===== config.mk =====
export PLATFORM = sky130hd
export DESIGN_NAME = spi_fn_engine
export DESIGN_NICKNAME = d
export VERILOG_FILES = /design/src/rtl/spi_fn_pkg.sv /design/src/rtl/spi_byte_shifter.sv /design/src/rtl/spi_fn_ctrl.sv /design/src/rtl/spi_fn_engine.sv
export SDC_FILE = /design/constraint.sdc
export NUM_CORES = 1
export LEC_CHECK = 0
export CORE_MARGIN = 2
export CORE_UTILIZATION = 40
export CTS_CLUSTER_SIZE = 28
export DETAILED_ROUTE_END_ITERATION = 8
export PLACE_DENSITY_LB_ADDON = 0.3
export SLEW_MARGIN = 20
export SYNTH_ARGS = -nofsm -noshare
export SYNTH_HDL_FRONTEND = slang
export SYNTH_HIERARCHICAL = 1
export SYNTH_SLANG_ARGS = --single-unit

===== constraint.sdc =====
create_clock -name clk -period 3.9 [get_ports clk]
set_input_delay 0.78 -clock clk [delete_from_list [all_inputs] [get_ports clk]]
set_output_delay 0.78 -clock clk [all_outputs]
set_load 0.01 [all_outputs]

===== src/rtl/spi_fn_pkg.sv =====
`timescale 1ns/1ps
package spi_fn_pkg;

    localparam int SEL_LINES = 4;

    typedef enum logic [1:0] {
        ST_IDLE  = 2'd0,
        ST_FETCH = 2'd1,
        ST_LOAD  = 2'd2,
        ST_SHIFT = 2'd3
    } fn_state_e;

    // True when the code asks for an SPI transfer (select mask nonzero, upper bits clear)
    function automatic logic code_is_spi(input logic [7:0] code);
        return (code[7:SEL_LINES] == '0) && (code[SEL_LINES-1:0] != '0);
    endfunction

endpackage


===== src/rtl/spi_byte_shifter.sv =====
`timescale 1ns/1ps
module spi_byte_shifter #(
    parameter int HALF_DIV = 2
) (
    input  logic       clk,
    input  logic       rst_n,
    input  logic       load_i,
    input  logic [7:0] byte_i,
    input  logic       miso_i,
    output logic       sclk_o,
    output logic       mosi_o,
    output logic       done_o,
    output logic [7:0] rx_o
);
    localparam int DIV_W = (HALF_DIV > 1) ? $clog2(HALF_DIV) : 1;
    localparam logic [DIV_W-1:0] DIV_LAST = DIV_W'(HALF_DIV - 1);

    typedef struct packed {
        logic             run;
        logic [DIV_W-1:0] div;
        logic [2:0]       bit_idx;
        logic             sclk;
        logic [7:0]       tx;
        logic [7:0]       rx;
        logic             done;
    } shf_t;

    shf_t sh_d, sh_q;

    always_comb begin
        sh_d      = sh_q;
        sh_d.done = 1'b0;
        if (!sh_q.run) begin
            if (load_i) begin
                sh_d.run     = 1'b1;
                sh_d.tx      = byte_i;
                sh_d.div     = '0;
                sh_d.bit_idx = '0;
                sh_d.sclk    = 1'b0;
            end
        end else if (sh_q.div == DIV_LAST) begin
            sh_d.div = '0;
            if (!sh_q.sclk) begin
                sh_d.sclk = 1'b1;
                sh_d.rx   = {sh_q.rx[6:0], miso_i};
            end else begin
                sh_d.sclk = 1'b0;
                if (sh_q.bit_idx == 3'd7) begin
                    sh_d.run  = 1'b0;
                    sh_d.done = 1'b1;
                end else begin
                    sh_d.bit_idx = sh_q.bit_idx + 3'd1;
                    sh_d.tx      = {sh_q.tx[6:0], 1'b0};
                end
            end
        end else begin
            sh_d.div = sh_q.div + DIV_W'(1);
        end
    end

    always_ff @(posedge clk or negedge rst_n) begin
        if (!rst_n) begin
            sh_q <= '0;
        end else begin
            sh_q <= sh_d;
        end
    end

    assign sclk_o = sh_q.sclk;
    assign mosi_o = sh_q.tx[7];
    assign done_o = sh_q.done;
    assign rx_o   = sh_q.rx;


    mosi_steady_rise_chk: assert property (@(posedge clk) disable iff (!rst_n)
        $rose(sh_q.sclk) |-> $stable(mosi_o));


    sclk_idle_low_chk: assert property (@(posedge clk) disable iff (!rst_n)
        done_o |-> !sclk_o);

endmodule


===== src/rtl/spi_fn_ctrl.sv =====
`timescale 1ns/1ps
module spi_fn_ctrl
    import spi_fn_pkg::*;
#(
    parameter int BUF_DEPTH = 200,
    parameter int CNT_W     = 8,
    parameter int ADDR_W    = 8
) (
    input  logic                 clk,
    input  logic                 rst_n,
    input  logic                 start_i,
    input  logic [7:0]           func_code_i,
    input  logic [CNT_W-1:0]     byte_cnt_i,
    output logic                 busy_o,
    output logic [ADDR_W-1:0]    raddr_o,
    input  logic [7:0]           rdata_i,
    output logic                 we_o,
    output logic [ADDR_W-1:0]    waddr_o,
    output logic [7:0]           wdata_o,
    output logic [SEL_LINES-1:0] sel_n_o,
    output logic                 shf_load_o,
    output logic [7:0]           shf_byte_o,
    input  logic                 shf_done_i,
    input  logic [7:0]           shf_rx_i
);
    localparam logic [CNT_W-1:0] CNT_MAX = CNT_W'(BUF_DEPTH);

    typedef struct packed {
        fn_state_e            state;
        logic [SEL_LINES-1:0] mask;
        logic [CNT_W-1:0]     cnt;
        logic [CNT_W-1:0]     idx;
        logic [SEL_LINES-1:0] sel_n;
    } ctl_t;

    ctl_t ct_d, ct_q;
    logic             code_ok;
    logic [CNT_W-1:0] cnt_eff;
    logic             last_byte;

    assign code_ok   = code_is_spi(func_code_i);
    assign cnt_eff   = (byte_cnt_i > CNT_MAX) ? CNT_MAX : byte_cnt_i;
    assign last_byte = (ct_q.idx == ct_q.cnt - CNT_W'(1));

    always_comb begin
        ct_d = ct_q;
        unique case (ct_q.state)
            ST_IDLE: begin
                if (start_i && code_ok && (cnt_eff != '0)) begin
                    ct_d.mask  = func_code_i[SEL_LINES-1:0];
                    ct_d.cnt   = cnt_eff;
                    ct_d.idx   = '0;
                    ct_d.sel_n = ~func_code_i[SEL_LINES-1:0];
                    ct_d.state = ST_FETCH;
                end
            end
            ST_FETCH: ct_d.state = ST_LOAD;
            ST_LOAD:  ct_d.state = ST_SHIFT;
            ST_SHIFT: begin
                if (shf_done_i) begin
                    if (last_byte) begin
                        ct_d.state = ST_IDLE;
                        ct_d.sel_n = '1;
                    end else begin
                        ct_d.idx   = ct_q.idx + CNT_W'(1);
                        ct_d.state = ST_FETCH;
                    end
                end
            end
            default: ct_d.state = ST_IDLE;
        endcase
    end

    always_ff @(posedge clk or negedge rst_n) begin
        if (!rst_n) begin
            ct_q       <= '0;
            ct_q.state <= ST_IDLE;
            ct_q.sel_n <= '1;
        end else begin
            ct_q <= ct_d;
        end
    end

    assign busy_o     = (ct_q.state != ST_IDLE);
    assign raddr_o    = ct_q.idx[ADDR_W-1:0];
    assign shf_load_o = (ct_q.state == ST_LOAD);
    assign shf_byte_o = rdata_i;
    assign we_o       = (ct_q.state == ST_SHIFT) && shf_done_i;
    assign waddr_o    = ct_q.idx[ADDR_W-1:0];
    assign wdata_o    = shf_rx_i;
    assign sel_n_o    = ct_q.sel_n;


    idle_release_chk: assert property (@(posedge clk) disable iff (!rst_n)
        (ct_q.state == ST_IDLE) |-> (sel_n_o == '1));


    wr_in_range_chk: assert property (@(posedge clk) disable iff (!rst_n)
        we_o |-> (ct_q.idx < ct_q.cnt));


    mask_hold_chk: assert property (@(posedge clk) disable iff (!rst_n)
        (busy_o && start_i) |=> ($stable(ct_q.mask) && $stable(ct_q.cnt)));


    reject_code_chk: assert property (@(posedge clk) disable iff (!rst_n)
        (!busy_o && start_i && !code_ok) |=> !busy_o);


    reject_empty_chk: assert property (@(posedge clk) disable iff (!rst_n)
        (!busy_o && start_i && (byte_cnt_i == '0)) |=> !busy_o);

endmodule


===== src/rtl/spi_fn_engine.sv =====
`timescale 1ns/1ps
module spi_fn_engine
    import spi_fn_pkg::*;
#(
    parameter int BUF_DEPTH = 200,
    parameter int CNT_W     = 8,
    parameter int HALF_DIV  = 2,
    localparam int ADDR_W   = (BUF_DEPTH > 1) ? $clog2(BUF_DEPTH) : 1
) (
    input  logic              clk,
    input  logic              rst_n,
    input  logic              start_i,
    input  logic [7:0]        func_code_i,
    input  logic [CNT_W-1:0]  byte_cnt_i,
    output logic              busy_o,
    output logic [ADDR_W-1:0] buf_raddr_o,
    input  logic [7:0]        buf_rdata_i,
    output logic              buf_we_o,
    output logic [ADDR_W-1:0] buf_waddr_o,
    output logic [7:0]        buf_wdata_o,
    output logic              sclk_o,
    output logic              mosi_o,
    input  logic              miso_i,
    output logic [3:0]        ss_n_o
);
    logic                 shf_load;
    logic [7:0]           shf_byte;
    logic                 shf_done;
    logic [7:0]           shf_rx;
    logic [SEL_LINES-1:0] sel_n;

    spi_fn_ctrl #(
        .BUF_DEPTH (BUF_DEPTH),
        .CNT_W     (CNT_W),
        .ADDR_W    (ADDR_W)
    ) i_ctrl (
        .clk         (clk),
        .rst_n       (rst_n),
        .start_i     (start_i),
        .func_code_i (func_code_i),
        .byte_cnt_i  (byte_cnt_i),
        .busy_o      (busy_o),
        .raddr_o     (buf_raddr_o),
        .rdata_i     (buf_rdata_i),
        .we_o        (buf_we_o),
        .waddr_o     (buf_waddr_o),
        .wdata_o     (buf_wdata_o),
        .sel_n_o     (sel_n),
        .shf_load_o  (shf_load),
        .shf_byte_o  (shf_byte),
        .shf_done_i  (shf_done),
        .shf_rx_i    (shf_rx)
    );

    spi_byte_shifter #(
        .HALF_DIV (HALF_DIV)
    ) i_shifter (
        .clk    (clk),
        .rst_n  (rst_n),
        .load_i (shf_load),
        .byte_i (shf_byte),
        .miso_i (miso_i),
        .sclk_o (sclk_o),
        .mosi_o (mosi_o),
        .done_o (shf_done),
        .rx_o   (shf_rx)
    );

    for (genvar k = 0; k < SEL_LINES; k++) begin : g_sel
        assign ss_n_o[k] = sel_n[k];
    end


    edge_under_busy_chk: assert property (@(posedge clk) disable iff (!rst_n)
        $changed(sclk_o) |-> (busy_o && (ss_n_o != 4'hF)));


    sel_steady_chk: assert property (@(posedge clk) disable iff (!rst_n)
        (busy_o && $past(busy_o)) |-> $stable(ss_n_o));

endmodule


Yosys cells after proc, flatten, opt, wreduce, memory -nomap -nowiden
Cells that the tools add are included.

storage, ports and cells
  word-level logic and storage cells = 74
  output and inout port bits = 32
  input port bits = 28
  register bits = 49

operators by class
  add/subtract/negate cells = 4
  eq/ne operators = 12
  bitwise gates (word level) = 2
  magnitude comparators = 1
  reduce and logical (&&, ||, !) cells = 18
  mux-type cells = 25

operator list
  cell                   count
  $mux W8                5
  $mux W14               2
  $mux W26               1
  $pmux W12 S2           1
  $mux W21               1
  $mux W12               1
  $reduce_and A4 Y1      3
  $mux W1                9
  $add A8 B1 Y8 const B  1
  $eq A8 B8 Y1           1
  $gt A8 B8 Y1 const B   1
  $ne A2 B2 Y1 const B   4
  $pmux W2 S4            1
  $reduce_bool A8 Y1     1
  $sub A8 B1 Y8 const B  1
  $mux W3                2
  $ne A2 B1 Y1 const B   3
  $reduce_and A2 Y1      3
  $reduce_bool A2 Y1     3
  $eq A2 B2 Y1 const B   2
  $logic_and A1 B1 Y1    4
  $logic_not A4 Y1       1
  $mux W4                1
  $not A4 Y4             1
  9 further kinds        9

Longest topological paths before layout
Gate-level depths: netlist of run 1.

  depth in word-level cells = 6
  mapped depth = 9
  mapped depth without buffers = 8

By module
The synthesis of run 1 kept the hierarchy.

modules (own cells, without submodules)
  module            seq. area each (um^2)  times used  area an instance (um^2)  cells an instance
  spi_fn_ctrl       555.5                  1           1730.4                   184
  spi_byte_shifter  575.6                  1           1098.6                   82

Least setup slack after synthesis of run 1
Ideal clock, no wire load.

  kind = input-to-reg
  start point = input byte_cnt_i[6]
  end point = register i_ctrl/ct_q[16] (netlist bit)
  slack = 1.429 ns
  stages = 5
  arrival = 2.346 ns
  data required time = 3.775 ns
  path buffers = 1
  setup time = 0.125 ns
  cells stage by stage = or4_1 or3_4 nand3_1 buf_2 mux2_2

between the ends
  cells in the longest elaborated chain, start to end = 5

ends and longest elaborated chain
  item                                line                 text
  from (decl)                         spi_fn_engine.sv:14  input logic [CNT_W-1:0] byte_cnt_i,
  $gt A8 B8 Y1                        spi_fn_ctrl.sv:42    assign cnt_eff = (byte_cnt_i > CNT_MAX) ? CNT_MAX : byte_cnt_i;
  $mux W8 *                           spi_fn_ctrl.sv:42
  $reduce_bool A8 Y1                  spi_fn_ctrl.sv:49    if (start_i && code_ok && (cnt_eff != '0)) begin
  $logic_and A1 B1 Y1                 spi_fn_ctrl.sv:49
  $reduce_and A2 Y1 (no source line)  n/a
  to (signal assigned)                spi_fn_ctrl.sv:80    ct_q <= ct_d;
  to (decl)                           spi_fn_ctrl.sv:36    ctl_t ct_d, ct_q;

Every way passes the cells marked *; elsewhere a longest branch is shown, timed or not.
A chain may end at the register's enable or synchronous reset.

Final worst setup path of run 1
  start point = input func_code_i[5]
  end point = register i_ctrl.ct_q, in the netlist i_ctrl/raddr_o[3]

between the ends
  cells in the longest elaborated chain, start to end = 6

ends and longest elaborated chain
  item                                line                 text
  from (decl)                         spi_fn_engine.sv:13  input logic [7:0] func_code_i,
  $logic_not A4 Y1                    spi_fn_pkg.sv:15     return (code[7:SEL_LINES] == '0) && (code[SEL_LINES-1:0] != '0);
  $logic_and A1 B1 Y1                 spi_fn_pkg.sv:15
  $logic_and A1 B1 Y1 (2 in a row)    spi_fn_ctrl.sv:49
  $ne A2 B1 Y1 (no source line)       n/a
  $reduce_and A4 Y1 (no source line)  n/a

Every way passes these cells.

==> results.yml, run 1 <==
status:
  status: "completed"
setup_path:
  critical_path_arrival_ns: 3.30
  cp_max_fo: 15
  worstSetupStartpointType: "input pin"
  path_class: "input pin to register"
  endpoint_kind: "register"
  cp.required_ns: 4.10
  worstSetupStartpoint: "func_code_i[5]"
  worstReg2RegStart: "i_ctrl/ct_q[12]"
drt:
  vias: 1925
  viasPerCell: 5.11
  ant_nets: 0
  detail_route.wl_per_cell_um: 14.0
  drt_iter0_markers: 69
  drt_first_pass_iters: 4
  drc_errors: 0
  wl_mm: 5.28
clock_tree:
  hold_buffers: 0
  cts.htree.levels: 2
  clock_latency_ns: 0.31
  clockRootBuffer: "clkbuf_8"
  post_cts_buffers: 0
  clkSinkCount: 45
  cts_buffers: 5
  cts_tree: "yes"
  clockBufferDepth: 2
  post_cts_resized: 0
  path_clk_slew_ns: 0.10
sta:
  fmax_mhz: 323
  worst_slew_pin_slew_ns: 0.957
  rsz0062_at_grt: "no"
  setup_viol: 0
  slew_headroom: 0.362
  slew_violations: 0
  fin_tns_setup_ns: 0
  period_needed_ns: 3.09
  fin_skew_ns: 0.00921
  fin_crit_sh: 0.793
  holdWs_ns: 0.457
  finalHoldViolCount: 0
global_route:
  grt_use_met2: 0.217
  met3_usage: 0.0377
  met1_usage: 0.204
  grt_pass1_wl_mm: 8.83
  grt_overflow: 0
  antenna_found_initial: 0
  top_usage_layer: "met2"
  grt_usage: 0.145
  grt_max_degree: 46
  grt_pass1_vias: 1825
pwr:
  p_seq_frac: 0.355
  leakage_nw: 1.44
  power.density_mw_per_mm2: 706
  swShare: 0.376
  ir_drop_uv: 183
  p_int_mw: 1.43
  p_sw_uw: 861
  pwr-share-comb: 0.512
  clkPwrFrac: 0.133
place:
  dp.cells: 369
  numPortBuffers: 59
  globalplace.congestion: 0.874
  hpwl_mm: 3.80
  dpl_cell_area_mm2: 0.00315
floorplanning:
  rows: 30
  num_io_pins: 60
  dieArea_mm2: 0.00776
  die_y_um: 88.1
  core_area_mm2: 0.00683
  die_w_um: 88.1
  start_util: 0.414
layout:
  final_nets: 316
  layoutNonFillerInstCount: 377
  area_growth_pct: 14.6
  num_antenna_cells: 0
  drive_gt1_frac: 0.160
  postLayoutCoreUtil: 0.475
  finalInstanceArea_mm2: 0.00324
logic_synthesis:
  synth_cells: 266
  syn_nets: 302
  synthFlopType: "dfrtp_1"
  async_flop_share: 1.00
  synth_top_area_frac: 0.363
  synth_edf_count: 0
  synth_warnings: 6
  ys_seq_area_frac: 0.400
  synthesis.area_mm2: 0.00283
  yosysMostFrequentCell: "buf_4"
  synth.top_cells.by_area: "dfrtp_1 36%, buf_4 12%, mux2_2 5.6%, mux2_4 4.8%, dfstp_2 3.7%"
  avgSynthCellArea_um2: 10.6
  synth_common_cells: "44 x buf_4, 41 x dfrtp_1, 14 x mux2_2, 14 x nand2_1, 10 x inv_1"
  yosys.area.top_type: "dfrtp_1"
  ys_ff_latch: 45
  ys_types: 56
job:
  drv_cap: 0
min_path:
  hp-class: "input pin to async pin"
## final timing paths
check | cells past startpoint | slack [ns] | endpoint
max | 7 | 0.81 | i_ctrl/raddr_o[3]
min | 1 | 0.46 | i_ctrl/raddr_o[4]
max reg2reg | 8 | 1.19 | i_ctrl/sel_n_o[2]
min reg2reg | 1 | 0.51 | i_ctrl/sel_n_o[0]
max in group asynchronous | 1 | 3.04 | i_ctrl/sel_n_o[0]
min in group clk | 1 | 0.51 | i_ctrl/sel_n_o[0]
## cell families after synthesis
kind of cell,Yosys count,synth area share
xor+xnor,9,0.0327
buf+inv,62,0.150
compound gates,45,0.123
flops,45,0.400
simple gates,71,0.145
fa+ha+maj,8,0.0354
mux,26,0.114
## cells in the final DEF, fill, tap and decap left out, drive strengths merged, types with 2 or more instances in the layout
master	instances
inv	11
nor2b	2
or3	3
o211ai	2
ha	8
a41o	2
nor4	3
or4	2
a21oi	5
nand2b	3
nand4	4
clkbuf	5
xor2	2
nand2	15
a31o	3
a31oi	3
nor2	9
o21ai	8
nor3	5
clkdlybuf4s50	58
and2	4
a2bb2oi	4
xnor2	6
nand3	6
dfrtp	41
and3	7
or2	3
a22o	9
mux2	23
mux2i	3
dfstp	4
## layout make-up
cell class	instances	area [um^2]
Sequential cell	45	1130
Multi-Input combinational cell	159	1270
Tap cell	96	120
Timing Repair Buffer	59	588
Clock buffer	5	68.8
Fill cell	661	3590
Inverter	10	37.5
Clock inverter	3	25.0
## worst max-delay path, cell delays in order
cell and delay, ns:
clkdlybuf4s50_1 0.40, nor4_1 0.25, and3_1 0.30, nand3_1 0.46
nor2_1 0.72, nor2b_1 0.10, mux2_2 0.28
## stage by stage
stage,setup slack (ns),power [mW]
global placement,0.565,1.97
global route,0.621,2.46
CTS,0.808,2.31
floorplan,1.43,1.80
detailed placement,0.476,2.00
finish,0.808,2.29
## flip-flops by register name (all words and copies together) (netlist names)
name	count
i_ctrl/raddr_o	8
i_shifter/rx_o	8
i_shifter/mosi_o	1
i_ctrl/ct_q	10
i_shifter/sh_q	12
i_ctrl/sel_n_o	4
i_shifter/done_o	1
i_shifter/sclk_o	1
## routing by layer
metal,part of all wire,up-vias
met5,0,-
met4,0.015,0
met3,0.055,6
met2,0.45,53
met1,0.48,933
li1,-,933
## power by group through the flow
stage | Clock [mW] | Combinational [mW] | Sequential (mW)
2_1_floorplan | 0 | 1.03 | 0.770
3_3_place_gp | 0 | 1.15 | 0.819
3_5_place_dp | 0 | 1.17 | 0.824
4_1_cts | 0.321 | 1.18 | 0.815
5_1_grt | 0.340 | 1.28 | 0.840
6_report | 0.305 | 1.17 | 0.814
Power figures use the tool's default switching activity.
==> run 2: changes to the inputs <==
==> constraint.sdc (replaced) <==
create_clock -name clk -period 3.1 [get_ports clk]
set_input_delay 0.62 -clock clk [delete_from_list [all_inputs] [get_ports clk]]
set_output_delay 0.62 -clock clk [all_outputs]
set_load 0.01 [all_outputs]
==> run 2 against run 1 <==
Against the previous run: worst hold slack worse by 0.15 ns; worst setup slack got worse by 0.30 ns; clock skew down 0.0042 ns; power increased by 25%; clock power increased by 23%; via count fell by 1.3%; largest cell class unchanged; die area unchanged; sequential cell count did not move; largest power group unchanged.
==> results.yml, run 2 (synthesis results as in run 1) <==
setup_path:
  cp_max_fo: 11
  critical_path.cell_chain: "clkdlybuf4s50_1, or4_1, or3_4, a21oi_4, nor3_2, nand3_1, mux2_2"
  cp-endpoint: "i_ctrl/raddr_o[3]"
  cp.depth: 7
  cp.required_ns: 3.29
  worstSetupStartpoint: "byte_cnt_i[6]"
  worstSetupStartpointType: "input pin"
  path_class: "input pin to register"
  crit_path_max_incr_delay_ns: 0.53
  r2r_setup_slack_ns: 0.73
  endpoint_kind: "register"
  worstReg2RegStart: "i_ctrl/ct_q[12]"
  cp_slowest_cell: "or4_1"
  r2r-end: "i_ctrl/sel_n_o[2]"
  worst-path-buf-inv: 1
  critical-path-top-delay-family: "simple AND/OR/NAND/NOR gates"
  ff2ff_path_depth: 9
  critical_path_arrival_ns: 2.78
floorplanning:
  num_io_pins: 60
  rows: 30
  start_util: 0.414
  dieArea_mm2: 0.00776
  core_area_mm2: 0.00683
  die_y_um: 88.1
  die_w_um: 88.1
layout:
  final_cell_mix: "58 x clkdlybuf4s50_1, 41 x dfrtp_1, 14 x mux2_2, 14 x nand2_1, 10 x inv_1"
  final_nets: 318
  drive_gt1_frac: 0.166
  num_antenna_cells: 0
  num-fill-cells: 663
  largest-register: "i_shifter/sh_q"
  reg_top3: "i_shifter/sh_q (12), i_ctrl/ct_q (10)"
  final_common_cell: "clkdlybuf4s50_1"
  largest_reg_flops: 12
  area_growth_pct: 15.0
pwr:
  p_sw_mw: 1.07
  p_seq_frac: 0.359
  ir_drop_uv: 275
  swShare: 0.373
  finalPower_mw: 2.86
  pwr-share-comb: 0.510
  power.density_mw_per_mm2: 880
  p_int_mw: 1.80
  leakage_nw: 1.45
  clkPwrFrac: 0.131
drt:
  detail_route.wl_per_cell_um: 14.0
  ant_nets: 0
  drc_errors: 0
  viasPerCell: 5.01
  drt_first_pass_iters: 4
  vias: 1900
  wl_mm: 5.31
  drt_iter0_markers: 99
sta:
  worst_slew_pin_slew_ns: 0.699
  finalHoldViolCount: 0
  fin_crit_sh: 0.836
  slew_violations: 0
  fmax_mhz: 386
  slew_headroom: 0.532
  rsz0062_at_grt: "no"
  fin_skew_ns: 0.00499
  setup_viol: 0
  fin_tns_setup_ns: 0
  period_needed_ns: 2.59
clock_tree:
  cts_tree: "yes"
  clkSinkCount: 45
  cts_buffers: 5
  cts.htree.levels: 2
  path_clk_slew_ns: 0.09
  post_cts_resized: 0
  hold_buffers: 0
  post_cts_buffers: 0
  clockBufferDepth: 2
  clockRootBuffer: "clkbuf_8"
  clock_latency_ns: 0.30
global_route:
  grt_overflow: 0
  grt_max_degree: 46
  grt_pass1_vias: 1803
  grt_pass1_wl_mm: 8.64
  grt_usage: 0.145
  antenna_found_initial: 0
job:
  drv_cap: 0
min_path:
  hp-class: "input pin to async pin"
place:
  numPortBuffers: 59
  globalplace.congestion: 0.812
  hpwl_mm: 3.81
status:
  status: "completed"
run 2: cell types whose count changed in the layout (fill, tap and decap cells not counted), sizes merged:
cell | before | now
buf | 1 | 3
run 2: per-layer routing:
layer  part of all wire  wire [um]  GRT usage  vias up
li1                   -          -          -      935
met1               0.49       2620      0.201      904
met2               0.43       2310      0.220       56
met3              0.057        300     0.0358        5
met4              0.014         76     0.0537        0
met5                  0          0          0        -
run 2: worst min path at each step:
stage / to / depth (start not counted)
global placement: i_shifter/sh_q[15] / 1
CTS: i_ctrl/sel_n_o[0] / 1
global route: i_ctrl/ct_q[18] / 1
finish: i_ctrl/ct_q[18] / 1
detailed placement: i_ctrl/sel_n_o[0] / 1
floorplan: i_ctrl/ct_q[12] / 0
run 2: area by class of cell:
class | count | area [um^2] | share of cell area
multi-input cells | 159 | 1270 | 0.391
flip-flops and latches | 45 | 1130 | 0.348
repair buffers | 61 | 603 | 0.185
well taps | 96 | 120 | 0.0369
clock buffers | 5 | 68.8 | 0.0211
inverters | 10 | 37.5 | 0.0115
clock inverters | 3 | 21.3 | 0.00654
run 2: power by group through the flow:
stage	combinational [mW]	clock, mW	sequential, mW
after floorplan	1.30	0	0.968
after global placement	1.44	0	1.04
after detailed placement	1.47	0	1.04
after CTS	1.47	0.396	1.03
after global routing	1.60	0.421	1.07
final	1.46	0.374	1.03
run 2: through the flow:
stage | instance area, um^2 | setup WS, ns | cells | utilization | hold WS, ns
floorplan | 2830 | 0.789 | 266 | - | 0.324
global placement | 3160 | 0.250 | 371 | 0.463 | 0.490
detailed placement | 3160 | 0.220 | 371 | 0.463 | 0.494
CTS | 3250 | 0.540 | 379 | 0.476 | 0.510
global route | 3250 | 0.376 | 379 | 0.476 | 0.341
finish | 3250 | 0.509 | 379 | 0.476 | 0.304
==> run 3: changes to the inputs <==
==> constraint.sdc (replaced) <==
create_clock -name clk -period 2.39 [get_ports clk]
set_input_delay 0.478 -clock clk [delete_from_list [all_inputs] [get_ports clk]]
set_output_delay 0.478 -clock clk [all_outputs]
set_load 0.01 [all_outputs]
==> run 3 against run 2 <==
Against the previous run: die area did not move; largest power group unchanged; via count rose by 4.5%; worst setup slack got worse by 0.44 ns.
==> results.yml, run 3 (synthesis results as in run 1) <==
status:
  status: "completed"
layout:
  area_growth_pct: 23.2
  num_antenna_cells: 0
  ff_latch_area_mm2: 0.00113
  final_cell_mix: "55 x clkdlybuf4s50_1, 40 x dfrtp_1, 21 x buf_4, 14 x nand2_1, 12 x mux2_2"
  final_nets: 338
  multi_input_area_mm2: 0.00134
  largest_reg_flops: 12
  num-fill-cells: 644
  postLayoutCoreUtil: 0.510
  layoutNonFillerInstCount: 399
  final_common_cell: "clkdlybuf4s50_1"
  largest-register: "i_shifter/sh_q"
  reg_top3: "i_shifter/sh_q (12), i_ctrl/ct_q (10)"
  drive_gt1_frac: 0.261
sta:
  holdWs_ns: 0.107
  rsz0062_at_grt: "no"
  period_needed_ns: 2.32
  worst_slew_pin_slew_ns: 0.604
  fin_skew_ns: 0.00472
  fmax_mhz: 430
  slew_headroom: 0.597
  finalHoldViolCount: 0
  setup_viol: 0
  slew_violations: 0
  fin_crit_sh: 0.973
pwr:
  leakage_nw: 1.59
  power.density_mw_per_mm2: 1140
  ir_drop_uv: 398
drt:
  ant_nets: 0
  drc_errors: 0
  wl_mm: 5.39
  vias: 1985
  viasPerCell: 4.97
  detail_route.wl_per_cell_um: 13.5
  drt_iter0_markers: 64
  drt_first_pass_iters: 4
floorplanning:
  die_w_um: 88.1
  rows: 30
  core_area_mm2: 0.00683
  num_io_pins: 60
  start_util: 0.414
  dieArea_mm2: 0.00776
  die_y_um: 88.1
setup_path:
  cp.required_ns: 2.59
  crit_path_max_incr_delay_ns: 0.46
  cp_slowest_cell: "dfrtp_2"
  path_class: "register to register"
  worstSetupStartpointType: "register"
  r2r_setup_slack_ns: 0.07
  endpoint_kind: "register"
  critical_path_arrival_ns: 2.52
  critical-path-top-delay-family: "compound AO/OA/AOI/OAI gates"
  worst-path-buf-inv: 0
  critical_path.cell_chain: "or2_1, o31a_1, o211a_1, o211ai_1, mux2_2, a22o_1"
  cp_max_fo: 6
clock_tree:
  cts_tree: "yes"
  path_clk_slew_ns: 0.09
  cts.htree.levels: 2
  hold_buffers: 0
  clockRootBuffer: "clkbuf_8"
  clockBufferDepth: 2
  cts_buffers: 5
  clock_latency_ns: 0.30
  clkSinkCount: 45
global_route:
  grt_usage: 0.149
  antenna_found_initial: 0
  grt_pass1_wl_mm: 9.18
  grt_pass1_vias: 1901
  grt_max_degree: 20
  grt_overflow: 0
min_path:
  hp-class: "input pin to async pin"
place:
  hpwl_mm: 4.08
  globalplace.congestion: 0.844
  dp.cells: 389
  numPortBuffers: 59
job:
  drv_cap: 0
-- run 3: final timing paths --
| path | startpoint | endpoint | cells after the start |
|---|---|---|---|
| max | i_ctrl/ct_q[14] | i_ctrl/raddr_o[0] | 6 |
| min | rst_n | i_ctrl/raddr_o[6] | 1 |
| max reg2reg | i_ctrl/ct_q[14] | i_ctrl/raddr_o[0] | 6 |
| min reg2reg | i_ctrl/sel_n_o[3] | i_ctrl/sel_n_o[3] | 1 |
| max in group asynchronous | rst_n | i_shifter/sh_q[21] | 2 |
| min in group clk | i_ctrl/sel_n_o[3] | i_ctrl/sel_n_o[3] | 1 |
-- run 3: where the power goes --
group          internal [mW]  total, mW  leakage, nW  switching, mW
registers               1.03       1.32        0.565          0.286
logic                   1.24       2.16        0.978          0.915
clock network          0.213      0.498       0.0452          0.285
-- run 3: routing by layer --
layer | global-route usage | part of all wire | up-vias
met5 | 0 | 0 | -
met4 | 0.0289 | 0.0070 | 0
met3 | 0.0339 | 0.064 | 5
met2 | 0.224 | 0.43 | 57
met1 | 0.221 | 0.49 | 944
li1 | - | - | 979
-- run 3: repair_timing --
| action | 4_1_cts | 5_1_grt |
|---|---|---|
| gates resized for setup | 0 | 20 |
| buffers inserted | 0 | 2 |
| endpoints found under the setup margin | 0 | 12 |
-- run 3: area by class of cell --
class,instances,share of cell area
multi-input cells,159,0.384
flip-flops and latches,45,0.325
repair buffers,81,0.219
well taps,96,0.0345
clock buffers,5,0.0197
inverters,10,0.0108
clock inverters,3,0.00718
-- run 3: per-stage QoR --
| stage | total power [mW] | setup TNS (ns) | instance area (um^2) | setup WS [ns] |
|---|---|---|---|---|
| floorplan | 2.94 | 0 | 2830 | 0.221 |
| global placement | 3.29 | -3.52 | 3300 | -0.247 |
| detailed placement | 3.34 | -3.89 | 3300 | -0.283 |
| CTS | 3.84 | 0 | 3390 | 0.0132 |
| global route | 4.27 | 0 | 3480 | 0.000771 |
| finish | 3.98 | 0 | 3480 | 0.0653 |
